File: src/rtl/hms_pkg.sv
package hms_pkg;
   // Bits needed to hold 0..maxv inclusive.
   function automatic int bits_for(input int maxv);
      return (maxv < 1) ? 1 : $clog2(maxv + 1);
   endfunction
endpackage

File: src/rtl/tick_divider.sv
module tick_divider #(
   parameter int TICK_PERIOD = 100_000_000
) (
   input  logic clk,
   input  logic rst,
   output logic tick
);
   localparam int CW = (TICK_PERIOD > 1) ? $clog2(TICK_PERIOD) : 1;

   if (TICK_PERIOD < 1) begin : g_bad_period
      $error("tick_divider: TICK_PERIOD must be at least 1");
   end

   if (TICK_PERIOD == 1) begin : g_every_cycle
      assign tick = 1'b1;
   end else begin : g_count
      localparam logic [CW-1:0] LAST = CW'(TICK_PERIOD - 1);
      logic [CW-1:0] cyc_q;

      assign tick = (cyc_q == LAST);

      always_ff @(posedge clk) begin
         if (rst)       cyc_q <= '0;
         else if (tick) cyc_q <= '0;
         else           cyc_q <= cyc_q + 1'b1;
      end
   end
endmodule

File: src/rtl/wrap_counter.sv
module wrap_counter #(
   parameter int MAXV = 59,
   parameter int W    = hms_pkg::bits_for(MAXV)
) (
   input  logic         clk,
   input  logic         rst,
   input  logic         adv,    // natural carry from the stage below
   input  logic         bump,   // manual increment pulse
   output logic [W-1:0] value,
   output logic         wrap    // natural rollover only
);
   localparam logic [W-1:0] TOP = W'(MAXV);

   if (W < hms_pkg::bits_for(MAXV)) begin : g_bad_width
      $error("wrap_counter: W too narrow for MAXV");
   end
   if (MAXV < 1) begin : g_bad_max
      $error("wrap_counter: MAXV must be at least 1");
   end

   logic at_top;
   logic step;

   assign at_top = (value == TOP);
   assign step   = adv | bump;        // coincident requests merge into one step
   assign wrap   = adv & at_top;

   always_ff @(posedge clk) begin
      if (rst)         value <= '0;
      else if (step)   value <= at_top ? '0 : value + 1'b1;
   end
endmodule

File: src/rtl/hms_counter.sv
module hms_counter #(
   parameter int TICK_PERIOD = 100_000_000,
   parameter int SEC_LAST    = 59,
   parameter int MIN_LAST    = 59,
   parameter int HOUR_LAST   = 12,
   parameter int SEC_W       = hms_pkg::bits_for(SEC_LAST),
   parameter int MIN_W       = hms_pkg::bits_for(MIN_LAST),
   parameter int HOUR_W      = hms_pkg::bits_for(HOUR_LAST)
) (
   input  logic              clk,
   input  logic              rst,
   input  logic              min_bump,
   input  logic              hour_bump,
   output logic [SEC_W-1:0]  sec,
   output logic [MIN_W-1:0]  min,
   output logic [HOUR_W-1:0] hour
);
   logic sec_tick;
   logic sec_wrap;
   logic min_wrap;
   logic hour_wrap_unused;

   tick_divider #(.TICK_PERIOD(TICK_PERIOD)) u_div (
      .clk  (clk),
      .rst  (rst),
      .tick (sec_tick)
   );

   wrap_counter #(.MAXV(SEC_LAST), .W(SEC_W)) u_sec (
      .clk   (clk),
      .rst   (rst),
      .adv   (sec_tick),
      .bump  (1'b0),
      .value (sec),
      .wrap  (sec_wrap)
   );

   wrap_counter #(.MAXV(MIN_LAST), .W(MIN_W)) u_min (
      .clk   (clk),
      .rst   (rst),
      .adv   (sec_wrap),
      .bump  (min_bump),
      .value (min),
      .wrap  (min_wrap)
   );

   wrap_counter #(.MAXV(HOUR_LAST), .W(HOUR_W)) u_hour (
      .clk   (clk),
      .rst   (rst),
      .adv   (min_wrap),
      .bump  (hour_bump),
      .value (hour),
      .wrap  (hour_wrap_unused)
   );
endmodule

File: config.mk
export PLATFORM = sky130hd
export DESIGN_NAME = hms_counter
export DESIGN_NICKNAME = d
export VERILOG_FILES = /design/src/rtl/hms_pkg.sv /design/src/rtl/tick_divider.sv /design/src/rtl/wrap_counter.sv /design/src/rtl/hms_counter.sv
export SDC_FILE = /design/constraint.sdc
export NUM_CORES = 1
export LEC_CHECK = 0
export BUFFER_PORTS_ARGS = -buffer_cell sky130_fd_sc_hd__buf_2
export CORE_MARGIN = 3
export CORE_UTILIZATION = 30
export CTS_BUF_LIST = sky130_fd_sc_hd__clkbuf_16
export DETAILED_ROUTE_END_ITERATION = 10
export GPL_TIMING_DRIVEN = 0
export SLEW_MARGIN = 20
export SYNTH_ARGS = -nofsm -noshare
export SYNTH_HDL_FRONTEND = slang
export SYNTH_SLANG_ARGS = --single-unit
File: constraint.sdc
create_clock -name clk -period 4 [get_ports clk]
set_input_delay 0 -clock clk [delete_from_list [all_inputs] [get_ports clk]]
set_output_delay 0 -clock clk [all_outputs]
set_load 0.02 [all_outputs]
==> flow_summary.ini, run 1 <==
[outcome]
status = complete, no violations

[clocking]
cts_htree_levels = 2
cts.reportedPaths.clkPinSlew_ns = 0.06
cts_made_buffers = 5
clkSinkCount = 43
cts_setup_buffers = 0
clock_path_buffers = 2
hold_buffers = 0
cts_resized = 0
clk_latency_ns = 0.28
ctsRootBufferMaster = clkbuf_16
cts_tree = yes

[sta]
period_share = 0.508
worst_slew_pin_slew_ns = 0.529
max_slew_margin = 0.645
skew_ns = 0.00619
finalCriticalPeriod_ns = 2.03
fin_setup_tns_ns = 0
maxSlewViolCount = 0
finalHoldViolations = 0
setup-violations-final = 0
grt_setup_unrepaired = no
max_freq_mhz = 492

[worst_setup_path]
max_stage_delay_ns = 0.38
crit_type = flop to flop
startpoint_type = flop
cp-end-kind = flop
slowest_stage = dfxtp_1
worstPathArrival_ns = 2.21
worstPathMaxFanout = 7
cp.required_ns = 4.17
cp_cell_sequence = ha_1, and3_1, buf_2, and4_1, buf_4, nand4_2, and2_1, a31o_1

[detailed_routing]
wirelength_um = 4050
antenna_left = 0
drc = 0
vias = 1706
viasPerCell = 4.74
wl_per_cell_um = 11.2
first_pass_iters = 4
drt_iter0_markers = 51

[power_and_ir_drop]
p_total_w = 0.000861
clkPwrFrac = 0.440
seqPwrFrac = 0.514
combPwrFrac = 0.046
p_per_area_nw_per_um2 = 354
power_switching_w = 0.000187
intPower_w = 0.000674
ir_worst_vdd_mv = 0.126
leakage_nw = 0.945
swShare = 0.217

[placement]
hpwl_um = 2980
gp_congestion = 0.775
port-buffer-count = 17
dp.cells = 352

[floorplan]
die_h_um = 89.5
fp.dieW_um = 89.5
io_pins = 20
dieArea_um2 = 8010
rows = 29
coreArea_um2 = 6570
start_util = 0.319

[final_layout]
stdcell_count = 360
nets = 275
mostFrequentLayoutCell = dfxtp_1
fill_cells = 662
num_antenna_cells = 0
final_cell_mix = 43 x dfxtp_1, 40 x nor2_1, 23 x buf_2, 18 x nand2_1
syn_to_final_growth_pct = 16.1
drive_gt1_frac = 0.131

[synthesis]
synth_adder_area_share = 0.0299
ys_ff_latch = 43
yosys.area_share.simple = 0.294
netlist_instances = 242
syn_area_um2 = 2090
yosysTopAreaCell = dfxtp_1
synth.area.mux_share = 0.00957
ys_seq_area_frac = 0.411
syn-num-nets = 251
synth_top_area_frac = 0.411
synth_xor_xnor_area_share = 0.121
synth_top_family_by_area = simple AND/OR/NAND/NOR gates
ys_warn_count = 0
synthDistinctLibCells = 39
synth_compound_area_frac = 0.0909
synth_area_leaders = dfxtp_1 41%, nor2_1 7.2%, xor2_1 6.3%
async_reset_ff_frac = 0
synth_top_flop_cell = dfxtp_1
synth_edf_count = 0
avgSynthCellArea_um2 = 8.64

[global_routing]
groute.usage.overall = 0.111
grt_pass1_wl_um = 7080
use_met2 = 0.175
met3_usage = 0.0276
grt_max_degree = 13
use_met1 = 0.143
grt_overflow = 0
grt_pass1_vias = 1589
antenna_found_initial = 0
busiest_layer = met2

[min_path]
hold_class = primary input to flop

[run]
maxCapViolCount = 0
[state kept, by name, summed over array words and instances, names as in the netlist]
name	count
u_div.g_count.cyc_q	27
u_min.value	6
u_sec.value	6
u_hour.value	4
[area by class of cell]
| type | count | area, um2 | share of cell area |
|---|---|---|---|
| sequential | 43 | 861 | 0.354 |
| clock buffer | 5 | 125 | 0.0515 |
| tap | 93 | 116 | 0.0479 |
| clock inverter | 3 | 11.3 | 0.00463 |
| timing repair buffer | 17 | 85.1 | 0.0350 |
| multi-input combinational | 181 | 1140 | 0.470 |
| buffer | 10 | 58.8 | 0.0242 |
| inverter | 8 | 30.0 | 0.0124 |
[metal layers]
metal / routed length (um) / share of wire
met1: 2140 / 0.53
met2: 1710 / 0.42
met3: 110 / 0.027
met5: 0 / 0
met4: 80 / 0.020
[cells by family after synthesis]
family                   after synthesis
buffers and inverters                 18
adder cells (fa/ha/maj)                5
flip-flops                            43
AND/OR/NAND/NOR                      118
multiplexers                           2
AO/OA/AOI/OAI                         27
XOR/XNOR                              29
[cells in the mapped netlist (3+ instances only)]
| cell type | number |
|---|---|
| inv_1 | 8 |
| and3_1 | 7 |
| a21oi_1 | 8 |
| ha_1 | 5 |
| buf_2 | 6 |
| xnor2_1 | 14 |
| and2_1 | 4 |
| nor2_1 | 40 |
| nand2_1 | 18 |
| o21ai_0 | 3 |
| nand3_1 | 15 |
| and4_1 | 8 |
| nor3_1 | 8 |
| dfxtp_1 | 43 |
| xor2_1 | 15 |
| nand4_1 | 8 |
[power by group through the flow]
| stage | Combinational [W] | Sequential, W | Clock (W) |
|---|---|---|---|
| 4_1_cts | 0.0000405 | 0.000442 | 0.000393 |
| 3_5_place_dp | 0.0000405 | 0.000451 | 0 |
| 5_1_grt | 0.0000446 | 0.000443 | 0.000411 |
| 6_report | 0.0000399 | 0.000442 | 0.000379 |
| 2_1_floorplan | 0.0000250 | 0.000454 | 0 |
| 3_3_place_gp | 0.0000400 | 0.000451 | 0 |
[metrics by stage]
| step | utilization | instance area, um2 | setup WS, ns | hold slack (ns) |
|---|---|---|---|---|
| finish | 0.370 | 2430 | 1.97 | 0.0626 |
| global route | 0.370 | 2430 | 1.79 | 0.0764 |
| CTS | 0.370 | 2430 | 1.97 | 0.0472 |
| detailed placement | 0.349 | 2290 | 2.00 | 0.342 |
| global placement | 0.349 | 2290 | 2.00 | 0.343 |
| floorplan | - | 2090 | 2.15 | 0.286 |
[path summary, 6_finish.rpt]
path | cells past startpoint | slack [ns] | start | endpoint
min | 3 | 0.06 | min_bump | u_min.value[1]
min reg2reg | 1 | 0.48 | u_div.g_count.cyc_q[0] | u_div.g_count.cyc_q[0]
max reg2reg | 8 | 1.97 | u_div.g_count.cyc_q[0] | u_hour.value[1]
max | 8 | 1.97 | u_div.g_count.cyc_q[0] | u_hour.value[1]
[critical path, delay by kind of cell, from the launching register on]
kind | cells | cell delay [ns]
flops | 1 | 0.38
buf+inv | 2 | 0.33
fa+ha+maj | 1 | 0.20
simple gates | 4 | 0.78
compound gates | 1 | 0.22
(Power assumes the default switching activity.)
==> run 2: changes to the inputs <==
==> constraint.sdc (replaced) <==
create_clock -name clk -period 1.97 [get_ports clk]
set_input_delay 0 -clock clk [delete_from_list [all_inputs] [get_ports clk]]
set_output_delay 0 -clock clk [all_outputs]
set_load 0.02 [all_outputs]
==> run 2 against run 1 <==
  * Non-clock buffer count unchanged
  * Cell count unchanged
  * Largest cell class unchanged
  * Global-route usage increased by 0.23 points
==> flow_summary.ini, run 2 (same netlist as run 1, synthesis figures left out) <==
[sta]
finalCriticalPeriod_ns = 1.84
max_freq_mhz = 545
holdWs_ns = 0.0648
skew_ns = 0.00632
period_share = 0.932
setup-violations-final = 0
max_slew_margin = 0.704
grt_setup_unrepaired = yes
worst_slew_pin_slew_ns = 0.444
maxSlewViolCount = 0
finalHoldViolations = 0

[final_layout]
mostFrequentLayoutCell = dfxtp_1
final_cell_mix = 41 x dfxtp_1, 40 x nor2_1, 20 x buf_2, 17 x nand2_1
syn_to_final_growth_pct = 19.2
nets = 275
top_register = u_div.g_count.cyc_q
drive_gt1_frac = 0.169
reg_top3 = u_div.g_count.cyc_q (27), u_min.value (6), u_sec.value (6)
largest_reg_flops = 27
num_antenna_cells = 0

[floorplan]
io_pins = 20
die_h_um = 89.5
start_util = 0.319
fp.dieW_um = 89.5
coreArea_um2 = 6570
rows = 29
dieArea_um2 = 8010

[worst_setup_path]
crit_type = flop to flop
worstPathArrival_ns = 2.05
worstPathMaxFanout = 7
cp.required_ns = 2.19
startpoint_type = flop
cp-end-kind = flop

[placement]
port-buffer-count = 17
gp_congestion = 0.775
hpwl_um = 2980

[global_routing]
grt_max_degree = 13
grt_pass1_vias = 1613
antenna_found_initial = 0
use_met2 = 0.181
use_met1 = 0.145
met3_usage = 0.0276
grt_overflow = 0
groute.usage.overall = 0.113
busiest_layer = met2
grt_pass1_wl_um = 7240

[clocking]
cts_tree = yes
cts.reportedPaths.clkPinSlew_ns = 0.06
clk_latency_ns = 0.28
ctsRootBufferMaster = clkbuf_16
cts_setup_buffers = 0
clock_path_buffers = 2
cts_htree_levels = 2
cts_made_buffers = 5
hold_buffers = 0
clkSinkCount = 43

[power_and_ir_drop]
ir_worst_vdd_mv = 0.254
p_per_area_nw_per_um2 = 704
p_total_w = 0.00176
leakage_nw = 0.955

[run]
maxCapViolCount = 0

[min_path]
hold_class = primary input to flop

[detailed_routing]
antenna_left = 0
first_pass_iters = 4
wl_per_cell_um = 11.5
vias = 1737
drt_iter0_markers = 50
wirelength_um = 4140
drc = 0
viasPerCell = 4.83

[outcome]
status = complete, no violations
[run 2: report_power, final]
group / internal (W) / switching [W]
clock network: 0.000456 / 0.000314
logic: 0.0000334 / 0.0000538
registers: 0.000884 / 0.0000146
[run 2: metal layers]
metal | routed length (um) | vias to the layer above
met3 | 105 | 4
met2 | 1820 | 27
met4 | 44 | 0
li1 | - | 905
met5 | 0 | -
met1 | 2180 | 801
[run 2: final cells by class]
cell class                      count  area [um2]
Buffer                             10        73.8
Clock buffer                        5         125
Clock inverter                      3        11.3
Fill cell                         657        4070
Inverter                            8        30.0
Multi-Input combinational cell    181        1190
Sequential cell                    43         863
Tap cell                           93         116
Timing Repair Buffer               17        85.1
[run 2: worst max-delay path, stage by stage, from the launching register on]
cell and delay [ns]:
dfxtp_2 0.35, ha_2 0.19, and3_1 0.15, clkbuf_4 0.18, and4_1 0.19, buf_6 0.14
nand2_4 0.09, or3_1 0.35, a21oi_1 0.13
[run 2: path summary, 6_finish.rpt]
kind         cells past startpoint                   start  slack (ns)                     end
min                              3                min_bump        0.06          u_min.value[1]
max                              8  u_div.g_count.cyc_q[0]        0.13          u_sec.value[5]
max reg2reg                      8  u_div.g_count.cyc_q[0]        0.13          u_sec.value[5]
min reg2reg                      1  u_div.g_count.cyc_q[0]        0.44  u_div.g_count.cyc_q[0]
[run 2: metrics by stage]
| step | std cells | util | setup TNS [ns] | setup slack (ns) | cell area (um2) |
|---|---|---|---|---|---|
| finish | 360 | 0.380 | 0 | 0.134 | 2490 |
| global route | 360 | 0.380 | -0.00598 | -0.00561 | 2490 |
| CTS | 360 | 0.374 | 0 | 0.00182 | 2460 |
| detailed placement | 352 | 0.349 | -0.0979 | -0.0311 | 2290 |
| global placement | 352 | 0.349 | -0.0912 | -0.0272 | 2290 |
| floorplan | 242 | - | 0 | 0.116 | 2090 |
[run 2: repair_timing]
item	in CTS	in global routing
pin swaps	0	2
cloned	0	0
resized for setup	6	11
setup endpoints to repair	23	31
